==> src/rtl/mdio_master_pkg.sv <==
package mdio_master_pkg;

    localparam int PRE_W   = 32;
    localparam int ADDR_W  = 5;
    localparam int DATA_W  = 16;
    localparam int FRAME_W = PRE_W + 4 + 2 * ADDR_W + 2 + DATA_W;   // 64
    localparam int HDR_W   = PRE_W + 4 + 2 * ADDR_W;                // 46
    localparam int CNT_W   = $clog2(FRAME_W);

    typedef enum logic [2:0] {
        S_IDLE,
        S_SEND,
        S_TURN,
        S_RECV,
        S_PARK
    } seq_e;

    typedef struct packed {
        seq_e               st;
        logic [1:0]         ph;
        logic [CNT_W-1:0]   cnt;
        logic [FRAME_W-1:0] sh;
        logic               is_rd;
        logic [DATA_W-1:0]  acc;
        logic [DATA_W-1:0]  rdata;
        logic               done;
        logic               mdc;
        logic               oe;
        logic               mdo;
    } ctl_t;

endpackage

==> src/rtl/mdio_phase_timer.sv <==
module mdio_phase_timer #(
    parameter int unsigned HALF = 50
) (
    input  logic clk,
    input  logic rst_n,
    input  logic clear_i,
    output logic tick_o
);
    localparam int W = (HALF > 1) ? $clog2(HALF) : 1;

    logic [W-1:0] cnt_d, cnt_q;

    always_comb begin
        if (clear_i || cnt_q == W'(HALF - 1)) cnt_d = '0;
        else                                  cnt_d = cnt_q + 1'b1;
    end

    always_ff @(posedge clk or negedge rst_n) begin
        if (!rst_n) cnt_q <= '0;
        else        cnt_q <= cnt_d;
    end

    assign tick_o = (cnt_q == W'(HALF - 1));


    tick_spacing_chk: assert property (@(posedge clk) disable iff (!rst_n)
        (tick_o && !clear_i) |=> !tick_o);

endmodule

==> src/rtl/mdio_frame_build.sv <==
module mdio_frame_build
    import mdio_master_pkg::*;
(
    input  logic               rd_i,
    input  logic [ADDR_W-1:0]  phy_i,
    input  logic [ADDR_W-1:0]  reg_i,
    input  logic [DATA_W-1:0]  wdata_i,
    output logic [FRAME_W-1:0] frame_o,
    output logic [CNT_W-1:0]   last_o
);
    localparam logic [1:0] ST_BITS = 2'b01;
    localparam logic [1:0] OP_RD   = 2'b10;
    localparam logic [1:0] OP_WR   = 2'b01;
    localparam logic [1:0] TA_BITS = 2'b10;

    always_comb begin
        if (rd_i) begin
            frame_o = {{PRE_W{1'b1}}, ST_BITS, OP_RD, phy_i, reg_i,
                       {(FRAME_W - HDR_W){1'b0}}};
            last_o  = CNT_W'(HDR_W - 1);
        end else begin
            frame_o = {{PRE_W{1'b1}}, ST_BITS, OP_WR, phy_i, reg_i,
                       TA_BITS, wdata_i};
            last_o  = CNT_W'(FRAME_W - 1);
        end
    end

endmodule

==> src/rtl/mdio_mgmt_master.sv <==
module mdio_mgmt_master
    import mdio_master_pkg::*;
#(
    parameter int unsigned HALF_DIV = 50
) (
    input  logic              clk,
    input  logic              rst_n,
    input  logic              start_i,
    input  logic              read_i,
    input  logic [4:0]        phy_addr_i,
    input  logic [4:0]        reg_addr_i,
    input  logic [15:0]       wdata_i,
    output logic [15:0]       rdata_o,
    output logic              busy_o,
    output logic              done_o,
    output logic              mdc_o,
    output logic              mdio_o,
    output logic              mdio_oe_o,
    input  logic              mdio_i
);
    ctl_t q, n;

    logic               tick;
    logic               accept;
    logic [FRAME_W-1:0] frame;
    logic [CNT_W-1:0]   last;

    assign accept = (q.st == S_IDLE) && start_i;

    mdio_phase_timer #(.HALF(HALF_DIV)) u_timer (
        .clk     (clk),
        .rst_n   (rst_n),
        .clear_i (accept),
        .tick_o  (tick)
    );

    mdio_frame_build u_build (
        .rd_i    (read_i),
        .phy_i   (phy_addr_i),
        .reg_i   (reg_addr_i),
        .wdata_i (wdata_i),
        .frame_o (frame),
        .last_o  (last)
    );

    always_comb begin
        n      = q;
        n.done = 1'b0;
        unique case (q.st)
            S_IDLE: begin
                if (start_i) begin
                    n.st    = S_SEND;
                    n.ph    = 2'd0;
                    n.sh    = frame;
                    n.cnt   = last;
                    n.is_rd = read_i;
                end
            end
            S_SEND: begin
                if (tick) begin
                    if (q.ph != 2'd2) begin
                        n.ph = q.ph + 2'd1;
                    end else if (q.cnt == '0) begin
                        n.ph = 2'd0;
                        n.st = q.is_rd ? S_TURN : S_PARK;
                    end else begin
                        n.ph  = 2'd0;
                        n.cnt = q.cnt - 1'b1;
                        n.sh  = {q.sh[FRAME_W-2:0], 1'b0};
                    end
                end
            end
            S_TURN: begin
                if (tick) begin
                    if (q.ph != 2'd2) begin
                        n.ph = q.ph + 2'd1;
                    end else begin
                        n.ph  = 2'd0;
                        n.st  = S_RECV;
                        n.cnt = CNT_W'(DATA_W - 1);
                    end
                end
            end
            S_RECV: begin
                if (tick) begin
                    if (q.ph == 2'd0) begin
                        n.acc = {q.acc[DATA_W-2:0], mdio_i};
                        if (q.cnt == '0) n.rdata = {q.acc[DATA_W-2:0], mdio_i};
                        n.ph = 2'd1;
                    end else if (q.cnt == '0) begin
                        n.st   = S_IDLE;
                        n.done = 1'b1;
                    end else begin
                        n.ph  = 2'd0;
                        n.cnt = q.cnt - 1'b1;
                    end
                end
            end
            S_PARK: begin
                if (tick) begin
                    n.st   = S_IDLE;
                    n.done = 1'b1;
                end
            end
            default: n = q;
        endcase

        // pin levels follow the next state so they leave a register
        unique case (n.st)
            S_SEND: begin
                n.mdc = (n.ph == 2'd1);
                n.oe  = 1'b1;
                n.mdo = n.sh[FRAME_W-1];
            end
            S_TURN: begin
                n.mdc = (n.ph == 2'd1);
                n.oe  = 1'b0;
                n.mdo = 1'b0;
            end
            S_RECV: begin
                n.mdc = (n.ph == 2'd0);
                n.oe  = 1'b0;
                n.mdo = 1'b0;
            end
            default: begin
                n.mdc = 1'b0;
                n.oe  = 1'b0;
                n.mdo = 1'b0;
            end
        endcase
    end

    always_ff @(posedge clk or negedge rst_n) begin
        if (!rst_n) begin
            q <= '{st: S_IDLE, ph: 2'd0, cnt: '0, sh: '0, is_rd: 1'b0,
                   acc: '0, rdata: '0, done: 1'b0, mdc: 1'b0, oe: 1'b0,
                   mdo: 1'b0};
        end else begin
            q <= n;
        end
    end

    assign rdata_o   = q.rdata;
    assign busy_o    = (q.st != S_IDLE);
    assign done_o    = q.done;
    assign mdc_o     = q.mdc;
    assign mdio_o    = q.mdo;
    assign mdio_oe_o = q.oe;


    done_single_chk: assert property (@(posedge clk) disable iff (!rst_n)
        done_o |=> !done_o);


    busy_after_start_chk: assert property (@(posedge clk) disable iff (!rst_n)
        (start_i && !busy_o) |=> busy_o);


    kind_held_chk: assert property (@(posedge clk) disable iff (!rst_n)
        (busy_o && start_i) |=> $stable(q.is_rd));


    mdc_on_tick_chk: assert property (@(posedge clk) disable iff (!rst_n)
        !$stable(mdc_o) |-> $past(tick || accept));


    release_low_chk: assert property (@(posedge clk) disable iff (!rst_n)
        $fell(mdio_oe_o) |-> !mdc_o);


    rdata_quiet_chk: assert property (@(posedge clk) disable iff (!rst_n)
        !$stable(rdata_o) |-> $past(busy_o && q.is_rd));

endmodule

==> config.mk <==
export PLATFORM = sky130hd
export DESIGN_NAME = mdio_mgmt_master
export DESIGN_NICKNAME = d
export VERILOG_FILES = /design/src/rtl/mdio_master_pkg.sv /design/src/rtl/mdio_phase_timer.sv /design/src/rtl/mdio_frame_build.sv /design/src/rtl/mdio_mgmt_master.sv
export SDC_FILE = /design/constraint.sdc
export NUM_CORES = 1
export LEC_CHECK = 0
export BUFFER_PORTS_ARGS = -buffer_cell sky130_fd_sc_hd__buf_2
export CAP_MARGIN = 20
export CORE_MARGIN = 3
export CORE_UTILIZATION = 55
export CTS_CLUSTER_DIAMETER = 40
export CTS_CLUSTER_SIZE = 14
export DETAILED_ROUTE_END_ITERATION = 10
export PLACE_DENSITY = 0.77
export REMOVE_ABC_BUFFERS = 1
export SLEW_MARGIN = 20
export SYNTH_ARGS = -nofsm -noshare
export SYNTH_HDL_FRONTEND = slang
export SYNTH_SLANG_ARGS = --single-unit
==> constraint.sdc <==
create_clock -name clk -period 5.79 [get_ports clk]
set_clock_uncertainty 0.05 [all_clocks]
set_input_delay 0.579 -clock clk [delete_from_list [all_inputs] [get_ports clk]]
set_output_delay 0.579 -clock clk [all_outputs]
set_load 0.02 [all_outputs]
# Word-level counts from Yosys, hierarchy flattened
# Cells that the tools add are included.
[op_classes] add_sub_neg=3 multipliers=0 div_mod_pow=0 magnitude_cmp=0 n_eq_ne=19 shifts=0 muxes=30 bitwise_logic=0 reduce_logical=16
[ops] cell="70-bit two-way mux" count=2
[ops] cell="64-bit case mux with 2 select lines" count=1
[ops] cell="76-bit two-way mux" count=1
[ops] cell="75-bit two-way mux" count=1
[ops] cell="8-bit case mux with 4 select lines" count=1
[ops] cell="30-bit two-way mux" count=1
[ops] cell="11-bit two-way mux" count=2
[ops] cell="3-bit two-way mux" count=7
[ops] cell="2-bit inequality test (second input constant)" count=10
[ops] cell="6-bit two-way mux" count=3
[ops] cell="3-bit case mux with 5 select lines" count=1
[ops] cell="3-bit by 2-bit == test with 1-bit output (second input constant)" count=4
[ops] cell="10-bit AND reduction" count=1
[ops] cell="3-bit case mux with 3 select lines" count=1
[ops] cell="8-bit two-way mux" count=1
[ops] cell="6-bit by 1-bit adder with 6-bit output (second input constant)" count=1
[ops] cell="3-bit by 1-bit == test with 1-bit output (second input constant)" count=2
[ops] cell="6-bit == test (second input constant)" count=1
[ops] cell="6-bit zero test" count=1
[ops] cell="3-bit nonzero test" count=2
[ops] cell="6-bit by 1-bit subtractor with 6-bit output (second input constant)" count=1
[ops] cell="5-bit two-way mux" count=1
[ops] cell="5-bit AND reduction" count=1
[ops] cell="2-bit zero test" count=2
[ops] cell="other kinds (15)" count=19
[totals] regBits=118 latchBits=0 mem_bits_rw=0 rom_bits=0 input_bits=31 out_inout_bits=21 elab_cells=81 memories=0

# Depth between registers and ports, before layout
[logic_depth] word_depth=7 ltp_mapped=9 ltp_nobuf=8

# Cells and area by module
# Synthesis repeated with hierarchy kept, for this count alone.
[hier_totals] hier_cells=526 hier_area_um2=5775.5
[by_module_without_submodules] module="mdio_mgmt_master" n_inst=1 cells_each=427 area_per_inst_um2=4956.0
[by_module_without_submodules] module="mdio_frame_build" n_inst=1 cells_each=73 area_per_inst_um2=538.0
[by_module_without_submodules] module="mdio_phase_timer" n_inst=1 cells_each=26 area_per_inst_um2=281.5

# Worst setup path before layout
# Ideal clock, no wire load.
[synth_path] path_type="reg2reg" start="register q[101] in the netlist's numbering" end="register q (netlist bit mdio_o)" setup_time_ns=0.111 arrival_ns=2.067 required_time_ns=5.629 slack_ns=3.561 path_stages_with_launch=9 n_path_buf=1 period_less_slack_ns=2.229 path_cell_list="dfrtp_1 inv_1 ha_1 or4b_4 nor2_4 and3b_1 buf_6 mux2i_1 a2111oi_2"
[synth_rtl] element="start: declaration" line="mdio_mgmt_master.sv:21" rtl="ctl_t q, n;"
[synth_rtl] element="start signal: assignment" line="mdio_mgmt_master.sv:135" rtl="q <= '{st: S_IDLE, ph: 2'd0, cnt: '0, sh: '0, is_rd: 1'b0,"
[synth_rtl] element="start signal: assignment" line="mdio_mgmt_master.sv:139" rtl="q <= n;"

# Final worst setup path
[layout_path] start="register q[101] in the netlist's numbering" end="register q[79] in the netlist's numbering"
[layout_via] elab_chain_len=3
[layout_lines] element="6-bit zero test" line="mdio_mgmt_master.sv:63" rtl="end else if (q.cnt == '0) begin"
[layout_lines] element="2-bit inequality test (no line)"
[layout_lines] element="5-bit AND reduction (no line)"
# No other way between the ends.
# A chain may end at the register's enable or synchronous reset.

==> metrics.yaml <==
outcome: "finished clean"
io_buffers: 51
synth_compound_area_frac: 0.168
grt_pass1_vias: 3527
post-route-drc-count: 0
layout_min_cycle_time_ps: 2890
htreeDepth: 4
die_h_um: 103
antenna_found_initial: 2
grt_pass1_wl_um: 17300
ir_drop_v: 0.000268
netlist_area_mm2: 0.00515
layout_common_cells: "dfrtp_1 (117), nand2_1 (68), buf_2 (50)"
clk_path_buf_depth: 2
worstPathRequired_ps: 6180
cts_buffers: 17
r2r_cells: 7
hold_buffers: 0
grt_max_degree: 64
yosysWarnings: 0
post_cts_buffers: 0
fmax_mhz: 346
avgRoutedWirePerCell_um: 17.5
synth_top_area_frac: 0.568
max_stage_delay_ps: 640
area_growth_pct: 15.5
synth-main-ff-cell: "dfrtp_1"
clk_root_buffer_cell: "clkbuf_8"
reg2reg_slack_ps: 2900
final_nets: 508
crit_path_end_kind: "flop"
synth_xor_xnor_area_share: 0.00850
slew-limit-headroom: 0.419
grtUsageTotal: 0.211
synth_area_leaders: "dfrtp_1 (57%), mux2_2 (7.0%), a221o_1 (6.6%), nand2_1 (5.0%), a22oi_1 (3.8%)"
power_density_mw_per_mm2: 394
hpwl_um: 6380
setup_viol: 0
routed_via_density: 6.00
synthAdderAreaFrac: 0.00729
drtIter0Drc: 291
worstSetupPathType: "reg -> reg"
start_util: 0.579
multiInputGateArea_mm2: 0.00193
synth.distinct_cells: 52
cap_viol_max_count: 0
cts.repair.resized: 0
n_fill_cell: 660
report.final.hold_viol_count: 0
worstPathMaxFanout: 33
crit_path_top_delay_cell: "o21ai_4"
drt_first_pass_iters: 6
crit_arrival_ps: 3280
dp.cells: 563
fin_crit_sh: 0.499
synth_cells: 444
cp-start-kind: "flop"
cts_tree: "done"
synthSimpleGateAreaFrac: 0.115
crit_chain: "inv_1 -> ha_1 -> nor4b_1 -> a2111oi_2 -> o21ai_4 -> buf_4 -> a221o_1"
seqCellArea_mm2: 0.00293
leakage_nw: 2.83
synth_top_family_by_area: "compound AO/OA/AOI/OAI gates"
yosysSeqAreaShare: 0.568
rsz0062_at_grt: "no"
vias: 3577
clock-sinks: 117
synthArstFlopShare: 1.00
routed_wl_um: 10400
gp_congestion: 0.893
die_width_um: 103
rows: 34
tns_ps: 0
pin_count: 52
ant_nets: 0
synth.area.mux_share: 0.0719
layout_commonest_cell: "dfrtp_1"
ys_ff_latch: 117
cts.clk_slew.worst_paths_ps: 60
overflow: 0
reg2reg_from: "q[101]$_DFFE_PN0P_"
min_path_type: "in -> async"
layout-drive-gt1-share: 0.267
clock_latency_ps: 510
reg2reg_to: "q[79]$_DFFE_PN0P_"
stdcell_count: 596
die_area_mm2: 0.0106
drv_slew: 0
avgSynthCellArea_um2: 11.6
core_region_area_mm2: 0.00889
synth-edff-count: 0
worst_slew_pin_slew_ps: 871
synth_top_area_cell: "dfrtp_1"
## metal layers
layer  share of wire  vias up  global-route usage
li1                -     1679                   -
met1            0.46     1784               0.299
met2            0.47      100               0.309
met3           0.057       12              0.0744
met4          0.0093        2              0.0608
met5          0.0012        -                   0
## synth_stat cells (all sizes together) (4+ instances only)
| library cell | n |
|---|---|
| inv | 9 |
| buf | 32 |
| a22oi | 26 |
| nand2 | 68 |
| o21ai | 9 |
| o211ai | 5 |
| a31oi | 4 |
| nand3 | 9 |
| mux2 | 32 |
| a221o | 34 |
| nor2 | 22 |
| dfrtp | 117 |
| nor3 | 9 |
| a21oi | 9 |
| clkbuf | 11 |
## cell families (layout without fill, tap and decap cells)
kind of cell             after synthesis  after routing
adder cells (fa/ha/maj)                3              3
AO/OA/AOI/OAI                        107            107
AND/OR/NAND/NOR                      127            127
multiplexers                          33             33
XOR/XNOR                               5              5
flip-flops                           117            117
buffers and inverters                 52             95
other                                  0              1
## worst max-delay path by stage
stage                                   from                 end  slack (ps)  cells past startpoint
after floorplan             q[109]$_DFF_PN0_  q[104]$_DFFE_PN0P_        2140                      5
after detailed placement    q[109]$_DFF_PN0_    mdio_o$_DFF_PN0_        2750                      5
after global placement      q[109]$_DFF_PN0_    mdio_o$_DFF_PN0_        2930                      5
after global routing      q[101]$_DFFE_PN0P_   q[54]$_DFFE_PN0P_        2650                      7
final                     q[101]$_DFFE_PN0P_   q[79]$_DFFE_PN0P_        2900                      7
after CTS                   q[109]$_DFF_PN0_    mdio_o$_DFF_PN0_        2710                      5
## worst max-delay path: cells and delay by family, from the launching register on
family                     cells  cell delay [ps]
AOI/OAI and AO/OA              3             1040
and+or+nand+nor                1              570
buffers and inverters          2              560
DFF                            1              360
adders and majority gates      1              220
## per-stage QoR
stage	cell area, µm²	worst slack [ps]	hold WS [ps]	total power, mW	util
floorplan	4870	2140	233	1.14	-
global placement	5300	2930	400	1.21	0.596
detailed placement	5300	2750	406	1.22	0.596
CTS	5950	2710	99.2	2.36	0.669
global route	5950	2650	123	2.44	0.669
finish	5950	2900	81.2	2.34	0.669
## final cells by class
type / instances / area share
clock inverter: 12 / 0.0336
sequential: 117 / 0.492
multi-input combinational: 275 / 0.324
inverter: 9 / 0.00568
timing repair buffer: 54 / 0.0471
clock buffer: 20 / 0.0748
tap: 108 / 0.0227
antenna: 1 / 0.000420
## sequential cells by signal, indices dropped and copies added (netlist names)
name / flops
q: 91
rdata_o: 16
u_timer.cnt_q: 6
done_o: 1
mdc_o: 1
mdio_o: 1
mdio_oe_o: 1
## power breakdown
group          switching [mW]  internal, mW  total, mW  leakage (nW)
clock network           0.368         0.765       1.13         0.308
registers              0.0758         0.907      0.983          1.47
logic                   0.123         0.105      0.228          1.06
No activity file was read; power rests on OpenSTA's default activity.
